===== src/rtl/vcr_pkg.sv =====
package vcr_pkg;
  localparam int REG_W     = 32;
  localparam int ADDR_W    = 12;
  localparam int NUM_PARAM = 13;
  localparam int BANK_N    = NUM_PARAM + 1;
  localparam int IDX_W     = $clog2(BANK_N);

  localparam logic [ADDR_W-1:0] OFS_CTRL  = 12'h000;
  localparam logic [ADDR_W-1:0] OFS_VER   = 12'h010;
  localparam logic [ADDR_W-1:0] OFS_SIZE  = 12'h020;
  localparam logic [ADDR_W-1:0] OFS_PARAM = 12'h100;

  localparam int CB_EN   = 0;
  localparam int CB_UPD  = 1;
  localparam int CB_ARST = 30;
  localparam int CB_SRST = 31;

  typedef struct packed {
    logic             hit;
    logic [IDX_W-1:0] idx;
  } slot_t;

  // Bank slot 0 is the size word; slots 1..NUM_PARAM are parameters.
  function automatic slot_t bank_slot(input logic [ADDR_W-1:0] a);
    slot_t s;
    logic [ADDR_W-3:0] w;
    s = '0;
    w = a[ADDR_W-1:2] - OFS_PARAM[ADDR_W-1:2];
    if (a == OFS_SIZE) begin
      s.hit = 1'b1;
      s.idx = '0;
    end else if (a >= OFS_PARAM && a[1:0] == 2'b00 && int'(w) < NUM_PARAM) begin
      s.hit = 1'b1;
      s.idx = IDX_W'(int'(w) + 1);
    end
    return s;
  endfunction

  function automatic logic [REG_W-1:0] ctrl_word(input logic en, input logic upd,
                                                 input logic arst, input logic srst);
    logic [REG_W-1:0] v;
    v = '0;
    v[CB_EN]   = en;
    v[CB_UPD]  = upd;
    v[CB_ARST] = arst;
    v[CB_SRST] = srst;
    return v;
  endfunction
endpackage


===== src/rtl/vcr_ctrl.sv =====
module vcr_ctrl
  import vcr_pkg::*;
(
  input  logic             clk,
  input  logic             rst_n,
  input  logic             ctl_we_i,
  input  logic [3:0]       ctl_bits_i,   // {srst, arst, upd, en}
  input  logic             sof_i,
  input  logic             vblank_i,
  output logic [REG_W-1:0] ctl_word_o,
  output logic             bank_clr_o,
  output logic             commit_o,
  output logic             core_en_o,
  output logic             core_rst_o
);
  logic en_q, upd_q, arst_q, srst_q;
  logic vb_q, apulse_q;
  logic vb_rise, auto_fire;

  assign vb_rise   = vblank_i & ~vb_q;
  assign auto_fire = vb_rise & arst_q;

  always_ff @(posedge clk) begin
    if (!rst_n) begin
      en_q     <= 1'b0;
      upd_q    <= 1'b0;
      arst_q   <= 1'b0;
      srst_q   <= 1'b0;
      vb_q     <= 1'b0;
      apulse_q <= 1'b0;
    end else begin
      vb_q     <= vblank_i;
      apulse_q <= auto_fire;
      if (auto_fire) begin
        en_q   <= 1'b0;
        upd_q  <= 1'b0;
        arst_q <= 1'b0;
        srst_q <= 1'b0;
      end else if (ctl_we_i) begin
        en_q   <= ctl_bits_i[0];
        upd_q  <= ctl_bits_i[1];
        arst_q <= ctl_bits_i[2];
        srst_q <= ctl_bits_i[3];
      end
    end
  end

  assign ctl_word_o = ctrl_word(en_q, upd_q, arst_q, srst_q);
  assign bank_clr_o = srst_q | auto_fire;
  assign commit_o   = sof_i & en_q & upd_q & ~srst_q & ~auto_fire;
  assign core_en_o  = en_q & ~srst_q & ~apulse_q;
  assign core_rst_o = srst_q | apulse_q;


  arst_fire_chk: assert property (@(posedge clk) disable iff (!rst_n)
    (vblank_i && !vb_q && arst_q) |=> (core_rst_o && ctl_word_o == '0));

  arst_once_chk: assert property (@(posedge clk) disable iff (!rst_n)
    apulse_q |=> !apulse_q);

  srst_hold_chk: assert property (@(posedge clk) disable iff (!rst_n)
    ctl_word_o[CB_SRST] |-> (core_rst_o && !core_en_o));
endmodule


===== src/rtl/vcr_bank.sv =====
module vcr_bank #(
  parameter int N = 14,
  parameter int W = 32
) (
  input  logic                 clk,
  input  logic                 rst_n,
  input  logic                 clr_i,
  input  logic                 commit_i,
  input  logic                 we_i,
  input  logic [$clog2(N)-1:0] widx_i,
  input  logic [W-1:0]         wdata_i,
  output logic [N-1:0][W-1:0]  stg_o,
  output logic [N-1:0][W-1:0]  act_o
);
  localparam int IW = $clog2(N);

  logic [N-1:0][W-1:0] stg_q, act_q;

  for (genvar g = 0; g < N; g++) begin : g_slot
    always_ff @(posedge clk) begin
      if (!rst_n || clr_i) begin
        stg_q[g] <= '0;
        act_q[g] <= '0;
      end else begin
        if (we_i && widx_i == IW'(g)) stg_q[g] <= wdata_i;
        if (commit_i) act_q[g] <= stg_q[g];
      end
    end
  end

  assign stg_o = stg_q;
  assign act_o = act_q;


  act_hold_chk: assert property (@(posedge clk) disable iff (!rst_n)
    (!commit_i && !clr_i) |=> $stable(act_q));

  act_commit_chk: assert property (@(posedge clk) disable iff (!rst_n)
    (commit_i && !clr_i) |=> act_q == $past(stg_q));

  bank_clr_chk: assert property (@(posedge clk) disable iff (!rst_n)
    clr_i |=> (stg_q == '0 && act_q == '0));
endmodule


===== src/rtl/vid_cfg_regfile.sv =====
module vid_cfg_regfile
  import vcr_pkg::*;
#(
  parameter logic [31:0] VERSION = 32'h0007_0000
) (
  input  logic                             clk,
  input  logic                             rst_n,
  input  logic                             wr_en,
  input  logic [11:0]                      wr_addr,
  input  logic [31:0]                      wr_data,
  input  logic                             rd_en,
  input  logic [11:0]                      rd_addr,
  output logic [31:0]                      rd_data,
  input  logic                             sof,
  input  logic                             vblank,
  output logic                             core_en,
  output logic                             core_rst,
  output logic [15:0]                      act_cols,
  output logic [15:0]                      act_rows,
  output logic [NUM_PARAM-1:0][REG_W-1:0]  act_param
);
  slot_t                      wr_slot, rd_slot;
  logic                       ctl_we, bank_we, bank_clr, commit, rd_hit;
  logic [REG_W-1:0]           ctl_word, rd_mux, rd_q;
  logic [BANK_N-1:0][REG_W-1:0] stg_all, act_all;

  assign wr_slot = bank_slot(wr_addr);
  assign rd_slot = bank_slot(rd_addr);
  assign ctl_we  = wr_en && wr_addr == OFS_CTRL;
  assign bank_we = wr_en && wr_slot.hit;

  vcr_ctrl i_ctrl (
    .clk        (clk),
    .rst_n      (rst_n),
    .ctl_we_i   (ctl_we),
    .ctl_bits_i ({wr_data[CB_SRST], wr_data[CB_ARST], wr_data[CB_UPD], wr_data[CB_EN]}),
    .sof_i      (sof),
    .vblank_i   (vblank),
    .ctl_word_o (ctl_word),
    .bank_clr_o (bank_clr),
    .commit_o   (commit),
    .core_en_o  (core_en),
    .core_rst_o (core_rst)
  );

  vcr_bank #(.N(BANK_N), .W(REG_W)) i_bank (
    .clk      (clk),
    .rst_n    (rst_n),
    .clr_i    (bank_clr),
    .commit_i (commit),
    .we_i     (bank_we),
    .widx_i   (wr_slot.idx),
    .wdata_i  (wr_data),
    .stg_o    (stg_all),
    .act_o    (act_all)
  );

  always_comb begin
    rd_mux = '0;
    rd_hit = 1'b1;
    if (rd_addr == OFS_CTRL)      rd_mux = ctl_word;
    else if (rd_addr == OFS_VER)  rd_mux = VERSION;
    else if (rd_slot.hit)         rd_mux = stg_all[rd_slot.idx];
    else                          rd_hit = 1'b0;
  end

  always_ff @(posedge clk) begin
    if (!rst_n)     rd_q <= '0;
    else if (rd_en) rd_q <= rd_mux;
  end

  assign rd_data   = rd_q;
  assign act_cols  = act_all[0][31:16];
  assign act_rows  = act_all[0][15:0];
  assign act_param = act_all[BANK_N-1:1];


  rd_unmapped_chk: assert property (@(posedge clk) disable iff (!rst_n)
    (rd_en && !rd_hit) |=> rd_data == '0);

  ver_ro_chk: assert property (@(posedge clk) disable iff (!rst_n)
    (rd_en && rd_addr == OFS_VER) |=> rd_data == VERSION);
endmodule


===== config.mk =====
export PLATFORM = sky130hd
export DESIGN_NAME = vid_cfg_regfile
export DESIGN_NICKNAME = d
export VERILOG_FILES = /design/src/rtl/vcr_pkg.sv /design/src/rtl/vcr_ctrl.sv /design/src/rtl/vcr_bank.sv /design/src/rtl/vid_cfg_regfile.sv
export SDC_FILE = /design/constraint.sdc
export NUM_CORES = 2
export LEC_CHECK = 0
export BUFFER_PORTS_ARGS = -buffer_cell sky130_fd_sc_hd__buf_2
export CAP_MARGIN = 0
export CORE_ASPECT_RATIO = 1.2
export CORE_MARGIN = 1.5
export CORE_UTILIZATION = 35
export DETAILED_ROUTE_END_ITERATION = 7
export PLACE_DENSITY = 0.58
export SLEW_MARGIN = 10
export SYNTH_ARGS = -nofsm -noshare
export SYNTH_HDL_FRONTEND = slang
export SYNTH_SLANG_ARGS = --single-unit

===== constraint.sdc =====
create_clock -name clk -period 3.9 [get_ports clk]
set_clock_uncertainty 0.15 [all_clocks]
set_input_delay 0.78 -clock clk [delete_from_list [all_inputs] [get_ports clk]]
set_output_delay 0.78 -clock clk [all_outputs]
set_load 0.1 [all_outputs]

==> flow_summary.ini <==
[run_status]
status = complete, no violations

[floorplan]
ios = 544
die_w_um = 298.8
die_area_um2 = 106900
initial_utilization_pct = 35.19
coreArea_um2 = 104400
die_y_um = 357.9
core.rowCount = 130

[critical_path]
r2r_start = i_ctrl.upd_q
required_ns = 4.38
crit_path_max_incr_delay_ns = 0.82
critical_path_peak_fanout = 13
cp_common_cell = buf_4
r2r_cells = 6
cp.arrival_ns = 3.67
start_kind = input port
crit_chain = buf_2, or4_1, nor3_2, buf_4, o21ai_2, buf_4, a32oi_1, o21ai_0, a21oi_1
end_kind = flop
rrSetupSlack_ns = 1.56
critical_path.endpoint = rd_data[9]
crit_path_start = rd_addr[1]
path_class = in2reg
reg2reg_to = i_bank.act_o[390]
worst_path_max_delay_cell = or4_1

[pwr]
p_leak_nw = 18.16
power_mw = 19.86
peakVddDrop_mv = 0.3294
power_density_nw_per_um2 = 445.5

[synthesis]
syn_inst = 4324
synth_common_cells = 1133 x nand2_1, 934 x dfxtp_1, 576 x a21oi_1
yosysTopAreaCellShare_pct = 50.89
synth_area_um2 = 36750
synth_warnings = 0
synth_area_leader_cell = dfxtp_1
ys_ff_latch = 934
ys_dominant_reg_cell = dfxtp_1
ys_seq_area_share_pct = 50.89
synthMostInstantiatedCell = nand2_1
async_flop_share_pct = 0
synth-edff-count = 0
synth_area_per_cell_um2 = 8.498
synth.net_count = 4392
synth.distinct_cells = 70
synth_area_leaders = dfxtp_1 51%, mux2i_1 13%, nand2_1 12%

[cts]
cts_root_buf = clkbuf_16
cts_buffer_depth = 3
cts_buffers = 96
post_cts_resize_count = 0
tritoncts = built
clock-sinks = 934
path_clk_slew_ns = 0.06
clkLatencyLatePin_ns = 0.69
cts_max_level = 3
cts_hold_buf = 0
cts_setup_buffers = 0

[grt]
antenna_found_initial = 6
grt.total_usage_pct = 29.55
grt_max_degree = 155
grt_pass1_vias = 31520
overflow = 0
grt_pass1_wl_mm = 231.1

[routing]
antenna_left = 0
drt_iter0_drc = 3616
vias = 33590
via_per_inst = 5.416
drc_errors = 0
wirelength_mm = 164.4
dr.pass1.iters = 6
wl_per_cell_um = 26.51

[placed_design]
hpwlAfterDp_mm = 120.0
placed_area_um2 = 41260
portBuffers = 543
placed_cells_incl_taps = 6019
gp_congestion = 0.9988

[final_layout]
multi_input_area_um2 = 16680
nets = 4799
post-route-cell-area_um2 = 44580
regArea_um2 = 18700
fin_util_pct = 42.69
final.fill_count = 10600
stdcell_count = 6203
layout-drive-gt1-share_pct = 18.16
syn2layout_area_growth_pct = 21.31

[hold_path]
hold_class = in2reg
hp-start = vblank

[timing]
fin_crit_sh_pct = 81.76
rsz0062_at_grt = false
worst_pin_slew_ns = 1.167
max_slew_margin_pct = 22.08
drv_slew = 0
fin_crit_ns = 3.189
max_clock_freq_mhz = 313.6
final_hold_viol_count = 0
tns_ns = 0
finalSetupViolations = 0

[job]
cap_violations = 0
-- flip-flops by register name (all words and copies together), names as in the netlist --
register,count
i_ctrl.arst_q,1
i_bank.act_o,448
i_ctrl.srst_q,1
i_bank.stg_o,448
i_ctrl.apulse_q,1
i_ctrl.en_q,1
i_ctrl.vb_q,1
i_ctrl.upd_q,1
rd_data,32
-- worst min path at each step --
stage | depth (start not counted) | to | slack, ns
final | 2 | i_ctrl.vb_q | 0.18
after global routing | 2 | i_ctrl.vb_q | 0.16
after CTS | 2 | i_ctrl.vb_q | 0.15
after detailed placement | 2 | i_bank.act_o[92] | 0.29
after global placement | 2 | i_bank.act_o[296] | 0.29
after floorplan | 2 | i_bank.act_o[172] | 0.29
-- through the flow --
stage	hold WS (ns)	setup slack, ns
2_1_floorplan	0.2898	0.3017
3_3_place_gp	0.2902	0.1763
3_5_place_dp	0.2946	0.1489
4_1_cts	0.1480	0.8669
5_1_grt	0.1640	0.5956
6_report	0.1834	0.7114
-- kinds of logic (layout without fill, tap and decap cells) --
logic type / after synthesis / count (layout) / share of synthesized area (%)
AND/OR/NAND/NOR: 1715 / 1715 / 18.51
flip-flops: 934 / 934 / 50.89
AO/OA/AOI/OAI: 796 / 796 / 12.38
multiplexers: 496 / 496 / 13.86
buffers and inverters: 373 / 857 / 4.062
adder cells (fa/ha/maj): 6 / 6 / 0.2043
XOR/XNOR: 4 / 4 / 0.09536
other: 0 / 9 / 0
-- layer usage --
layer	vias up	global-route usage [%]	wire (um)
li1	15400	-	-
met1	16440	37.94	67140
met2	1508	46.80	74580
met3	248	6.925	14430
met4	0	14.10	8303
met5	-	0	0
-- area by class of cell --
type	count	share of cell area, %
sequential	934	41.95
multi-input combinational	3017	37.43
timing repair buffer	671	9.212
clock buffer	141	6.422
tap	1386	3.890
clock inverter	34	0.9599
inverter	11	0.09263
antenna	9	0.05052
-- power breakdown --
group / internal, mW / switching [mW]
clock network: 5.52 / 4.09
logic: 0.152 / 0.561
registers: 9.54 / 0.00159
-- worst max-delay path, delay by kind of cell --
kind | cells | cell delay (ns)
AO/OA/AOI/OAI | 4 | 1.14
AND/OR/NAND/NOR | 2 | 1.12
buffers and inverters | 3 | 0.61
-- cells in the final DEF, fill, tap and decap left out, types with 7 or more instances in the layout --
cell          n
nor3_1       24
a221o_1      17
clkbuf_16    97
nand2_1    1131
clkbuf_8     27
buf_4        95
mux2_2       11
a41oi_1      17
mux2i_1     478
a31oi_1      19
mux4_1        7
clkbuf_1     17
a211oi_1     31
a311o_1       7
diode_2       9
dfxtp_1     934
nor2_1      445
clkinv_2     15
inv_1        11
nand3_1      28
o22ai_1      25
a32oi_1      16
nand4_1       9
o2111ai_1     8
buf_12       34
a21oi_1     576
buf_2       542
nor2b_1      20
o21ai_0      35
No activity file was read; power rests on OpenSTA's default activity.
